File: src/rtl/tx_bid_pkg.sv
package tx_bid_pkg;

    typedef enum logic [1:0] {
        START_T0    = 2'b00,
        START_T1    = 2'b01,
        START_T2    = 2'b10,
        START_WHOLE = 2'b11
    } start_sel_e;

    typedef struct packed {
        logic one_try;
        logic no_fcs;
        logic no_pad;
    } tx_opt_t;

    typedef struct packed {
        start_sel_e sel;
        tx_opt_t    opt;
    } tx_bid_t;

    // Bytes needed before the preamble may begin: the selected threshold,
    // but never more than the frame itself.
    function automatic int unsigned start_need(start_sel_e sel, int unsigned len,
                                               int unsigned t0, int unsigned t1,
                                               int unsigned t2);
        int unsigned th;
        case (sel)
            START_T0: th = t0;
            START_T1: th = t1;
            START_T2: th = t2;
            default:  th = len;
        endcase
        return (th < len) ? th : len;
    endfunction

endpackage

File: src/rtl/tx_bid_check.sv
module tx_bid_check
    import tx_bid_pkg::*;
#(
    parameter int unsigned LEN_W   = 11,
    parameter int unsigned MAX_LEN = 1514
) (
    input  logic             clk,
    input  logic             rst,
    input  logic             cmd_wr,
    input  tx_bid_t          cmd_bid,
    input  logic             cmd_force,
    input  logic             len_wr,
    input  logic [LEN_W-1:0] len_val,
    input  logic             stat_rd,
    input  logic             launch,
    output logic             armed,
    output tx_bid_t          bid,
    output logic [LEN_W-1:0] bid_len,
    output logic             bid_err,
    output logic             buf_flush,
    output logic             accept
);

    logic cmd_valid;
    logic len_ok;
    logic reject;

    assign len_ok = cmd_valid && (len_val != '0) && (32'(len_val) <= MAX_LEN);
    assign accept = len_wr && !cmd_wr && len_ok;
    assign reject = len_wr && !cmd_wr && !len_ok;

    always_ff @(posedge clk) begin
        if (rst) begin
            cmd_valid <= 1'b0;
            armed     <= 1'b0;
            bid       <= '0;
            bid_len   <= '0;
            bid_err   <= 1'b0;
            buf_flush <= 1'b0;
        end else begin
            buf_flush <= cmd_wr & cmd_force;
            if (launch) begin
                armed <= 1'b0;
            end
            if (cmd_wr) begin
                cmd_valid <= 1'b1;
                bid       <= cmd_bid;
                armed     <= 1'b0;
            end else if (len_wr) begin
                cmd_valid <= 1'b0;
                if (len_ok) begin
                    armed   <= 1'b1;
                    bid_len <= len_val;
                end
            end
            if (reject) begin
                bid_err <= 1'b1;
            end else if (stat_rd) begin
                bid_err <= 1'b0;
            end
        end
    end

    AST_BAD_LEN_FLAGGED: assert property (@(posedge clk) disable iff (rst)
        len_wr && !cmd_wr && ((len_val == '0) || (32'(len_val) > MAX_LEN)) |=> bid_err);
    AST_ERR_STICKY: assert property (@(posedge clk) disable iff (rst)
        bid_err && !stat_rd |=> bid_err);
    AST_BAD_LEN_NOT_ARMED: assert property (@(posedge clk) disable iff (rst)
        len_wr && !cmd_wr && (len_val == '0) && !armed |=> !armed);

endmodule

File: src/rtl/tx_start_gate.sv
module tx_start_gate
    import tx_bid_pkg::*;
#(
    parameter int unsigned LEN_W = 11,
    parameter int unsigned TH0   = 5,
    parameter int unsigned TH1   = 381,
    parameter int unsigned TH2   = 1021
) (
    input  logic             clk,
    input  logic             rst,
    input  logic             clear,
    input  logic             ready,
    input  logic             data_wr,
    input  tx_bid_t          bid,
    input  logic [LEN_W-1:0] bid_len,
    output logic             hit
);

    logic [LEN_W-1:0] cnt;
    logic [LEN_W-1:0] cnt_inc;
    logic [LEN_W-1:0] need;
    logic             take;

    assign take    = ready && data_wr;
    assign cnt_inc = cnt + LEN_W'(take);
    assign need    = LEN_W'(start_need(bid.sel, 32'(bid_len), TH0, TH1, TH2));
    assign hit     = take && (cnt_inc >= need);

    always_ff @(posedge clk) begin
        if (rst || clear) begin
            cnt <= '0;
        end else if (take) begin
            cnt <= cnt_inc;
        end
    end

    AST_COUNT_FROZEN: assert property (@(posedge clk) disable iff (rst)
        !ready && !clear |=> $stable(cnt));

endmodule

File: src/rtl/tx_mac_track.sv
module tx_mac_track
    import tx_bid_pkg::*;
#(
    parameter int unsigned LEN_W = 11
) (
    input  logic             clk,
    input  logic             rst,
    input  logic             launch,
    input  logic             mac_done,
    input  tx_bid_t          bid,
    input  logic [LEN_W-1:0] bid_len,
    output logic             busy,
    output logic             mac_start,
    output tx_opt_t          act_opt,
    output logic [LEN_W-1:0] act_len
);

    always_ff @(posedge clk) begin
        if (rst) begin
            busy      <= 1'b0;
            mac_start <= 1'b0;
            act_opt   <= '0;
            act_len   <= '0;
        end else begin
            mac_start <= launch;
            if (launch) begin
                busy    <= 1'b1;
                act_opt <= bid.opt;
                act_len <= bid_len;
            end else if (mac_done) begin
                busy <= 1'b0;
            end
        end
    end

    AST_START_SINGLE: assert property (@(posedge clk) disable iff (rst)
        mac_start |=> !mac_start);
    AST_START_BUSY: assert property (@(posedge clk) disable iff (rst)
        mac_start |-> busy);

endmodule

File: src/rtl/tx_bid_ctrl.sv
module tx_bid_ctrl
    import tx_bid_pkg::*;
#(
    parameter int unsigned LEN_W   = 11,
    parameter int unsigned MAX_LEN = 1514,
    parameter int unsigned TH0     = 5,
    parameter int unsigned TH1     = 381,
    parameter int unsigned TH2     = 1021
) (
    input  logic             clk,
    input  logic             rst,
    input  logic             cmd_wr,
    input  logic [1:0]       cmd_start_sel,
    input  logic             cmd_force,
    input  logic             cmd_one_try,
    input  logic             cmd_no_fcs,
    input  logic             cmd_no_pad,
    input  logic             len_wr,
    input  logic [LEN_W-1:0] len_val,
    input  logic             stat_rd,
    input  logic             irq_en,
    input  logic             data_wr,
    input  logic             mac_done,
    output logic             ready,
    output logic             bid_err,
    output logic             irq,
    output logic             buf_flush,
    output logic             mac_start,
    output logic             tx_one_try,
    output logic             tx_no_fcs,
    output logic             tx_no_pad,
    output logic [LEN_W-1:0] tx_len
);

    tx_bid_t          cmd_bid;
    tx_bid_t          bid;
    tx_opt_t          act_opt;
    logic [LEN_W-1:0] bid_len;
    logic             armed;
    logic             accept;
    logic             launch;
    logic             busy;

    assign cmd_bid.sel         = start_sel_e'(cmd_start_sel);
    assign cmd_bid.opt.one_try = cmd_one_try;
    assign cmd_bid.opt.no_fcs  = cmd_no_fcs;
    assign cmd_bid.opt.no_pad  = cmd_no_pad;

    assign ready      = armed & ~busy;
    assign irq        = ready & irq_en;
    assign tx_one_try = act_opt.one_try;
    assign tx_no_fcs  = act_opt.no_fcs;
    assign tx_no_pad  = act_opt.no_pad;

    tx_bid_check #(.LEN_W(LEN_W), .MAX_LEN(MAX_LEN)) i_check (
        .clk       (clk),
        .rst       (rst),
        .cmd_wr    (cmd_wr),
        .cmd_bid   (cmd_bid),
        .cmd_force (cmd_force),
        .len_wr    (len_wr),
        .len_val   (len_val),
        .stat_rd   (stat_rd),
        .launch    (launch),
        .armed     (armed),
        .bid       (bid),
        .bid_len   (bid_len),
        .bid_err   (bid_err),
        .buf_flush (buf_flush),
        .accept    (accept)
    );

    tx_start_gate #(.LEN_W(LEN_W), .TH0(TH0), .TH1(TH1), .TH2(TH2)) i_gate (
        .clk     (clk),
        .rst     (rst),
        .clear   (accept),
        .ready   (ready),
        .data_wr (data_wr),
        .bid     (bid),
        .bid_len (bid_len),
        .hit     (launch)
    );

    tx_mac_track #(.LEN_W(LEN_W)) i_mac (
        .clk       (clk),
        .rst       (rst),
        .launch    (launch),
        .mac_done  (mac_done),
        .bid       (bid),
        .bid_len   (bid_len),
        .busy      (busy),
        .mac_start (mac_start),
        .act_opt   (act_opt),
        .act_len   (tx_len)
    );

    AST_START_DROPS_READY: assert property (@(posedge clk) disable iff (rst)
        mac_start |-> !ready);
    AST_START_AFTER_BYTE: assert property (@(posedge clk) disable iff (rst)
        mac_start |-> $past(data_wr));
    AST_CMD_DROPS_READY: assert property (@(posedge clk) disable iff (rst)
        cmd_wr |=> !ready);

endmodule

File: config.mk
export PLATFORM = sky130hd
export DESIGN_NAME = tx_bid_ctrl
export DESIGN_NICKNAME = d
export VERILOG_FILES = /design/src/rtl/tx_bid_pkg.sv /design/src/rtl/tx_bid_check.sv /design/src/rtl/tx_start_gate.sv /design/src/rtl/tx_mac_track.sv /design/src/rtl/tx_bid_ctrl.sv
export SDC_FILE = /design/constraint.sdc
export NUM_CORES = 1
export LEC_CHECK = 0
export BUFFER_PORTS_ARGS = -buffer_cell sky130_fd_sc_hd__buf_2
export CAP_MARGIN = 15
export CORE_MARGIN = 10
export CORE_UTILIZATION = 30
export DETAILED_ROUTE_END_ITERATION = 8
export GPL_TIMING_DRIVEN = 0
export PLACE_DENSITY_LB_ADDON = 0.12
export SLEW_MARGIN = 20
export SYNTH_ARGS = -nofsm -noshare
export SYNTH_HDL_FRONTEND = slang
export SYNTH_HIERARCHICAL = 1
export SYNTH_SLANG_ARGS = --single-unit
File: constraint.sdc
create_clock -name clk -period 8.7 [get_ports clk]
set_clock_uncertainty 0.1 [all_clocks]
set_input_delay 1.74 -clock clk [delete_from_list [all_inputs] [get_ports clk]]
set_output_delay 1.74 -clock clk [all_outputs]
set_load 0.05 [all_outputs]
## Word level (Yosys, flattened, before mapping)

Index checks and enable logic that the tools add are counted.
W data, S select, Z words.

| word-level totals | value |
|---|---|
| register bits after elaboration | 47 |
| input port bits | 25 |
| output and inout bits | 19 |
| logic and storage cells | 55 |

| cells by class | value |
|---|---|
| $add $sub $neg | 1 |
| order comparisons | 3 |
| equality and inequality tests | 2 |
| mux-type cells | 11 |
| bitwise operators | 5 |
| reduce and logical (&&, ||, !) cells | 17 |

Operator list:

| cell | number |
|---|---|
| $pmux W11 S3 | 1 |
| $add A11 B1 Y11 | 1 |
| $ge A11 B11 Y1 | 1 |
| $le A11 B11 Y1 const B | 1 |
| $lt A11 B11 Y1 | 1 |
| $mux W11 | 1 |
| $reduce_bool A11 Y1 | 1 |
| $mux W1 | 9 |
| $logic_and A1 B1 Y1 | 7 |
| $reduce_bool A2 Y1 | 3 |
| $and A1 B1 Y1 | 3 |
| $reduce_and A3 Y1 | 1 |
| $eq A2 B1 Y1 const B | 1 |
| $eq A2 B2 Y1 const B | 1 |
| $logic_not A1 Y1 | 2 |
| $logic_not A2 Y1 | 1 |
| $not A1 Y1 | 2 |
| $reduce_or A2 Y1 | 1 |
| $logic_or A1 B1 Y1 | 1 |

## Longest topological paths before layout

Gate-level depths: netlist of run 1.

| depth | value |
|---|---|
| depth in word-level cells | 9 |
| mapped depth | 20 |

## By module

Netlist of run 1, hierarchy kept.

By module, submodules not included:

| module | instances | cells each | area each (µm²) | sequential area each (µm²) |
|---|---|---|---|---|
| tx_start_gate | 1 | 154 | 1237.4 | 220.2 |
| tx_bid_check | 1 | 94 | 933.4 | 400.4 |
| tx_mac_track | 1 | 52 | 573.0 | 320.3 |
| tx_bid_ctrl | 1 | 2 | 15.0 | 0.0 |

## Worst setup path before layout of run 1

OpenSTA, ideal clock, no wires.

| path | value |
|---|---|
| path kind | input-to-reg |
| start point | in data_wr |
| end point | reg i_mac.act_len[0] |
| library setup time | 0.117 ns |
| data arrival time | 4.538 ns |
| path slack | 3.945 ns |
| stages on the path | 16 |
| buffers on the path | 2 |
| cells stage by stage | nand2_1 inv_1 ha_1 ha_1 nand3_2 nor3_1 nand3_1 xnor2_1 ha_1 a2111oi_0 o211a_1 nor4_1 buf_6 buf_12 mux2i_1 nor2_1 |

| on the way | value |
|---|---|
| word-level cells in the longest chain between the ends | 4 |

RTL lines:

| item | line | RTL |
|---|---|---|
| start: declaration | tx_bid_ctrl.sv:22 | `input logic data_wr,` |
| $logic_and A1 B1 Y1 | tx_start_gate.sv:24 | `assign take = ready && data_wr;` |
| named net i_gate.take | tx_start_gate.sv:22 | `logic take;` |
| $add A11 B1 Y11 | tx_start_gate.sv:25 | `assign cnt_inc = cnt + LEN_W'(take);` |
| named net i_gate.cnt_inc[10] | tx_start_gate.sv:20 | `logic [LEN_W-1:0] cnt_inc;` |
| $ge A11 B11 Y1 | tx_start_gate.sv:27 | `assign hit = take && (cnt_inc >= need);` |
| $logic_and A1 B1 Y1 | tx_start_gate.sv:27 |  |
| named net launch | tx_bid_ctrl.sv:41 | `logic launch;` |
| end signal: assignment | tx_mac_track.sv:29 | `act_len <= bid_len;` |
| end: declaration | tx_mac_track.sv:15 | `output logic [LEN_W-1:0] act_len` |

The timed path passes the listed nets, and every way through them passes these cells.
A chain may end at the register's enable or synchronous reset.

## Worst setup path after layout of run 1

| path | value |
|---|---|
| start point | in data_wr |
| end point | reg i_mac.act_len[1] |

Same word-level chain as after synthesis.

==> reports/qor.txt, run 1 <==
Final Hold Viols - 0
Avg Cell Area, Syn - 9.14 um^2
Syn Inst Count - 302
Reg clk slew, reported paths - 0.10 ns
Placer Congestion - 0.818
PnR worst setup slack - 3.51 ns
post-synthesis sequential element count - 47
Least-Margin Pin Slew - 0.653 ns
Leakage - 0.00135 uW
antenna cells - 0
Iter 0 DRT Violations - 69
syn nets - 349
largest family of logic cells by synthesized area - simple AND/OR/NAND/NOR gates
multiplexer share of the synthesized area - 13.1%
fin area - 3200 um^2
Post-Synth Adder-Cell Area - 9.98%
setup tns final - 0 ns
Pre-Repair DR Iteration Count - 5
remaining antenna violation count - 0
worst vdd ir - 52.9 uV
area leader, netlist - dfxtp_1
CTS root buffer - clkbuf_8
initial antenna violation count - 0
Port Buffers - 42
vias per std cell - 4.74
Die Span Y - 116 um
fmax - 193 MHz
drt drc - 0
post-route clock period utilization - 59.7%
outcome - complete, no violations
vias in the first global route - 2,201
DP Worst Slack - 3.15 ns
clk buf depth - 2
fraction of layout cells with a size suffix above 1 - 19.0%
Vias - 2,182
worst hold margin - 0.367 ns
Placed Area - 3100 um^2
largest net degree at the start of global routing - 18
Layout Nets - 398
die area - 13,400 um^2
CTS tree - yes
power consumption - 438 uW
Max FO, Critical Path - 10
Clock Sinks - 47
Wirelength per Cell - 14.2 um
Ys Warns - 6
Die X - 116 um
most used cell along the critical path - ha_1
sequential cell area fraction in the yosys report - 34.1%
Post-Route WL - 6.51 mm
Synth Area in XOR/XNOR - 4.44%
Worst-Skew Late Latency - 0.31 ns
Storage cell area - 941 um^2
dominant cell by count in the synthesized netlist - dfxtp_1
CP Cell Sequence - buf_2 -> nand2_1 -> inv_1 -> ha_1 -> ha_1 -> nand3_2 -> nor3_1 -> nand3_1 -> xnor2_1 -> ha_1 -> a2111oi_0 -> o211a_1 -> nor4_1 -> buf_6 -> buf_12 -> mux2i_1 -> nor2_1
number of synthesized flops with an enable pin - 0
num ports - 44
Synth Area in Compound Gates - 10.1%
Row Count - 34
initial core utilization - 31.2%
Pwr per Cell Area - 137 nW/um^2
hpwl dp - 5.15 mm
number of CTS-inserted buffers - 5
Yosys top cell area share - 34.1%
multi-input logic area - 1680 um^2
cts repair resizes - 0
gr ovfl total - 0
Synth Area in Simple Gates - 23.4%
Max Cap Viol - 0
hold_buf cts - 0
CP Launch Type - input port
Critical Path RT - 8.80 ns
worst min-delay path category - flip-flop to flip-flop
slowest CP cell - nor4_1
Cell Area, Synth - 2760 um^2
top cells by count, synth - dfxtp_1 (47), mux2i_1 (36), nor2_1 (33)
Synth cell types - 46
crit end category - flip-flop
GRT Resource Usage Total - 10.1%
endpoints failing setup - 0
relative slew slack - 56.0%
H-tree levels - 2
Synth area leaders - dfxtp_1 (34%), mux2i_1 (13%), ha_1 (10%), nand2b_1 (4.5%), nor2_1 (4.5%)
CP max stage delay - 0.59 ns
Slew Limit Fails - 0
synth-to-layout area growth - 15.9%
Min Clock Period, post-route - 5.19 ns
Post-CTS Setup Bufs - 0
Top FF cell, synth - dfxtp_1
Post-synth ARST share - 0%
Critical Path AT - 5.29 ns
core box area - 8850 um^2
fill count - 944
first-pass GRT wire length - 10.8 mm
crit path kind - input port to flip-flop
RSZ-0062 raised after global routing - false
## sequential cells by signal, summed over array words and instances (netlist names)
name,cells
i_check/buf_flush,1
i_check/armed,1
i_mac/act_len,11
i_check/bid,5
i_check/bid_len,11
i_mac/act_opt,3
i_mac/mac_start,1
i_check/cmd_valid,1
i_check/bid_err,1
i_mac/busy,1
i_gate/cnt,11
## power by group
part,internal (uW),switching (uW),total [uW]
registers,218,3.03,221
clock network,58.7,82.4,141
logic,35.3,40.6,75.9
total,312,126,438
## cell type report
cell class	instances	area share (%)
Multi-Input combinational cell	228	52.6
Buffer	12	2.46
Sequential cell	47	29.4
Clock buffer	5	2.15
Inverter	15	1.76
Timing Repair Buffer	42	6.57
Clock inverter	3	0.782
Tap cell	108	4.23
## through the flow
stage	util, %	std cells
final	36.1	460
after global routing	36.1	460
after CTS	36.1	460
after detailed placement	35.1	452
after global placement	35.1	452
after floorplan	-	302
## routing by layer
| metal | up-vias | track usage (%) | wire length (um) |
|---|---|---|---|
| li1 | 1150 | - | - |
| met1 | 991 | 12.3 | 3120 |
| met2 | 37 | 16.9 | 3090 |
| met3 | 4 | 3.00 | 261 |
| met4 | 0 | 2.50 | 36 |
| met5 | - | 0 | 0 |
## layout by cell type, fill, tap and decap left out, types with 3 or more instances in the layout
cell type	synthesis	final
a21o_1	6	6
a21oi_1	13	13
buf_2	1	43
clkbuf_1	5	5
clkbuf_8	0	5
dfxtp_1	47	47
ha_1	22	22
inv_1	15	15
mux2i_1	36	36
nand2_1	20	20
nand2b_1	20	20
nand3_1	3	3
nand4_1	4	4
nor2_1	33	33
nor2b_1	5	5
nor3_1	3	3
nor4_1	3	3
o21ai_0	11	11
or3_1	5	5
xnor2_1	6	6
xor2_1	8	8
## cell families (layout without fill, tap and decap cells)
kind of cell	count (synthesis)	count (layout)
flip-flops	47	47
buffers and inverters	27	77
AO/OA/AOI/OAI	41	41
adder cells (fa/ha/maj)	22	22
multiplexers	36	36
AND/OR/NAND/NOR	115	115
XOR/XNOR	14	14
## final timing paths
path                                startpoint                to  slack, ns  cells past startpoint
worst min-delay path             i_gate/cnt[0]     i_gate/cnt[0]       0.37                      2
worst max register to register  i_check/bid[3]  i_mac/act_len[1]       3.77                     20
worst min register to register   i_gate/cnt[0]     i_gate/cnt[0]       0.37                      2
worst max-delay path                   data_wr  i_mac/act_len[1]       3.51                     17
## critical path: cells and delay by family
family / cells / cell delay (ns)
simple gates: 6 / 1.49
compound gates: 2 / 0.23
xor+xnor: 1 / 0.16
buf+inv: 4 / 0.70
fa+ha+maj: 3 / 0.78
mux: 1 / 0.19
Note: power is estimated with default switching activity, not from simulation.
==> run 2, diff against run 1 <==
--- a/config.mk
+++ b/config.mk
@@ -5,6 +5,7 @@
 export SDC_FILE = /design/constraint.sdc
 export NUM_CORES = 1
 export LEC_CHECK = 0
+export ABC_AREA = 1
 export BUFFER_PORTS_ARGS = -buffer_cell sky130_fd_sc_hd__buf_2
 export CAP_MARGIN = 15
 export CORE_MARGIN = 10
==> constraint.sdc (replaced) <==
create_clock -name clk -period 4.6 [get_ports clk]
set_clock_uncertainty 0.1 [all_clocks]
set_input_delay 0.92 -clock clk [delete_from_list [all_inputs] [get_ports clk]]
set_output_delay 0.92 -clock clk [all_outputs]
set_load 0.05 [all_outputs]
==> run 2 against run 1 <==
Count of clock-buffer cells in the layout unchanged. Non-clock buffer count up 2. Die area up 9.5%. Synthesized area up 11%. Wire length up 15%. Via count up 31%. Sequential cell count unchanged. Critical path type unchanged. Worst setup slack worse by 3.0 ns. Largest cell class unchanged. Critical path depth up 5. Critical endpoint is now i_mac/act_len[5]. Core utilization about the same.
==> reports/qor.txt, run 2 <==
outcome - complete, no violations
Port Buffers - 42
Pwr per Cell Area - 278 nW/um^2
GRT Resource Usage Total - 10.2%
Syn Inst Count - 475
Wirelength per Cell - 11.4 um
Post-synth ARST share - 0%
worst min-delay path category - flip-flop to flip-flop
sequential cell area fraction in the yosys report - 30.6%
vias in the first global route - 2,808
Critical Path AT - 4.28 ns
Final Hold Viols - 0
Worst-Skew Late Latency - 0.30 ns
Placer Congestion - 0.859
gr ovfl total - 0
Critical Path RT - 4.74 ns
Vias - 2,852
Storage cell area - 941 um^2
R2R Setup Slk - 0.63 ns
CTS tree - yes
drt drc - 0
Die X - 121 um
most used cell along the critical path - nor2_1
Max FO, Critical Path - 10
number of CTS-inserted buffers - 5
Slew Limit Fails - 0
CP Cell Sequence - buf_2 -> nand2_1 -> inv_1 -> buf_4 -> ha_1 -> ha_1 -> nand2_2 -> nor2_2 -> nand3_2 -> xor2_1 -> inv_1 -> ha_1 -> nand2_1 -> nor2_1 -> nand3_1 -> nand3_1 -> nor2_1 -> nor2_1 -> buf_4 -> buf_6 -> nor2_1 -> nor2_1
die area - 14,700 um^2
DP Worst Slack - 0.115 ns
hpwl dp - 6.16 mm
initial core utilization - 31.2%
largest net degree at the start of global routing - 17
remaining antenna violation count - 0
synth-to-layout area growth - 16.0%
crit end category - flip-flop
H-tree levels - 2
number of synthesized flops with an enable pin - 0
Cell Area, Synth - 3080 um^2
Least-Margin Pin Slew - 0.377 ns
PnR worst setup slack - 0.466 ns
Pre-Repair DR Iteration Count - 4
RR Startpoint - i_check/armed
multi-input logic area - 1650 um^2
RR Endpoint - i_mac/act_len[5]
vias per std cell - 4.33
Hold Path Origin - i_mac/act_opt[2]
Top FF cell, synth - dfxtp_1
Layout Nets - 571
syn nets - 522
CP max stage delay - 0.32 ns
crit path kind - input port to flip-flop
Synth area leaders - dfxtp_1 (31%), nand2_1 (14%), inv_1 (12%), ha_1 (9.0%), nor2_1 (7.6%)
fill count - 1,123
RSZ-0062 raised after global routing - false
R2R cell count - 23
core box area - 9860 um^2
post-synthesis sequential element count - 47
Clock Sinks - 47
setup tns final - 0 ns
top cells by count, synth - nand2_1 (111), inv_1 (99), nor2_1 (62)
CTS root buffer - clkbuf_8
Ys Warns - 6
most common cell after layout, fill and taps aside - nand2_1
hold_buf cts - 0
Avg Cell Area, Syn - 6.47 um^2
hold depth - 2
endpoints failing setup - 0
Reg clk slew, reported paths - 0.10 ns
dominant cell by count in the synthesized netlist - nand2_1
CP Launch Type - input port
Die Span Y - 121 um
num ports - 44
area leader, netlist - dfxtp_1
first-pass GRT wire length - 12.4 mm
slowest CP cell - ha_1
Hold EP - i_mac/act_opt[2]
worst vdd ir - 180 uV
power consumption - 990 uW
Iter 0 DRT Violations - 96
antenna cells - 0
relative slew slack - 74.8%
post-route clock period utilization - 89.9%
Yosys top cell area share - 30.6%
most frequent cells in the layout - nand2_1 (111), inv_1 (99), nor2_1 (62)
Leakage - 0.00185 uW
fmax - 242 MHz
Max Cap Viol - 0
Synth cell types - 30
clk buf depth - 2
fraction of layout cells with a size suffix above 1 - 17.1%
Post-CTS Setup Bufs - 0
cts repair resizes - 0
Post-Route WL - 7.48 mm
Min Clock Period, post-route - 4.13 ns
initial antenna violation count - 0
Largest regs - i_check/bid_len: 11 flops, i_gate/cnt: 11 flops, i_mac/act_len: 11 flops
worst hold margin - 0.374 ns
Row Count - 36
[run 2: changes by cell type after synthesis, sizes merged, moves of 20 or more]
| cell | previous run | this run |
|---|---|---|
| inv | 15 | 101 |
| nand2 | 21 | 125 |
| nor2 | 34 | 68 |
| mux2i | 36 | 0 |
| nand2b | 20 | 0 |
| nand3 | 4 | 27 |
[run 2: through the flow]
step                      instances  util (%)  cell area [um^2]
after floorplan                 475         -              3080
after global placement          650      35.0              3450
after detailed placement        650      35.0              3450
after CTS                       658      36.2              3570
after global routing            658      36.2              3570
final                           658      36.2              3570
[run 2: worst max-delay path by stage]
stage	from	endpoint	slack (ns)
6_report	data_wr	i_mac/act_len[5]	0.47
5_1_grt	data_wr	i_mac/act_len[5]	0.13
4_1_cts	data_wr	i_mac/act_len[5]	0.45
3_5_place_dp	data_wr	i_mac/act_len[5]	0.12
3_3_place_gp	data_wr	i_mac/act_len[0]	0.11
2_1_floorplan	data_wr	i_mac/act_len[0]	0.89
[run 2: per-layer routing]
metal / vias up / track usage (%) / share of wire, % / wire length [um]
met1: 1248 / 11.9 / 48 / 3570
met4: 0 / 3.28 / 1.5 / 114
met5: - / 0 / 0 / 0
met3: 11 / 2.33 / 3.2 / 237
met2: 47 / 18.0 / 48 / 3550
li1: 1546 / - / - / -
[run 2: logic make-up after synthesis]
kind of cell | after synthesis | share of synthesized area, %
xor gates and xnor gates | 6 | 1.71
AOI/OAI and AO/OA | 47 | 8.75
adders and majority gates | 22 | 8.95
and+or+nand+nor | 238 | 34.3
DFF | 47 | 30.6
buffers and inverters | 115 | 15.7
[run 2: layout make-up]
cell class	instances	share of cell area [%]
repair buffers	42	5.89
well taps	133	4.67
inverters	101	10.6
flip-flops and latches	47	26.4
plain buffers	14	2.95
multi-input cells	313	46.3
clock buffers	5	1.93
clock inverters	3	1.30
[run 2: critical path: cells and delay by family]
| family | cells | cell delay [ns] |
|---|---|---|
| buffers and inverters | 6 | 1.00 |
| adder cells (fa/ha/maj) | 3 | 0.80 |
| XOR/XNOR | 1 | 0.21 |
| AND/OR/NAND/NOR | 12 | 1.33 |
[run 2: where the power goes]
part / switching [uW] / leakage [uW] / internal, uW
registers: 7.98 / 0.000381 / 416
logic: 159 / 0.00141 / 93.0
clock network: 150 / 0.0000548 / 164
total: 317 / 0.00185 / 673
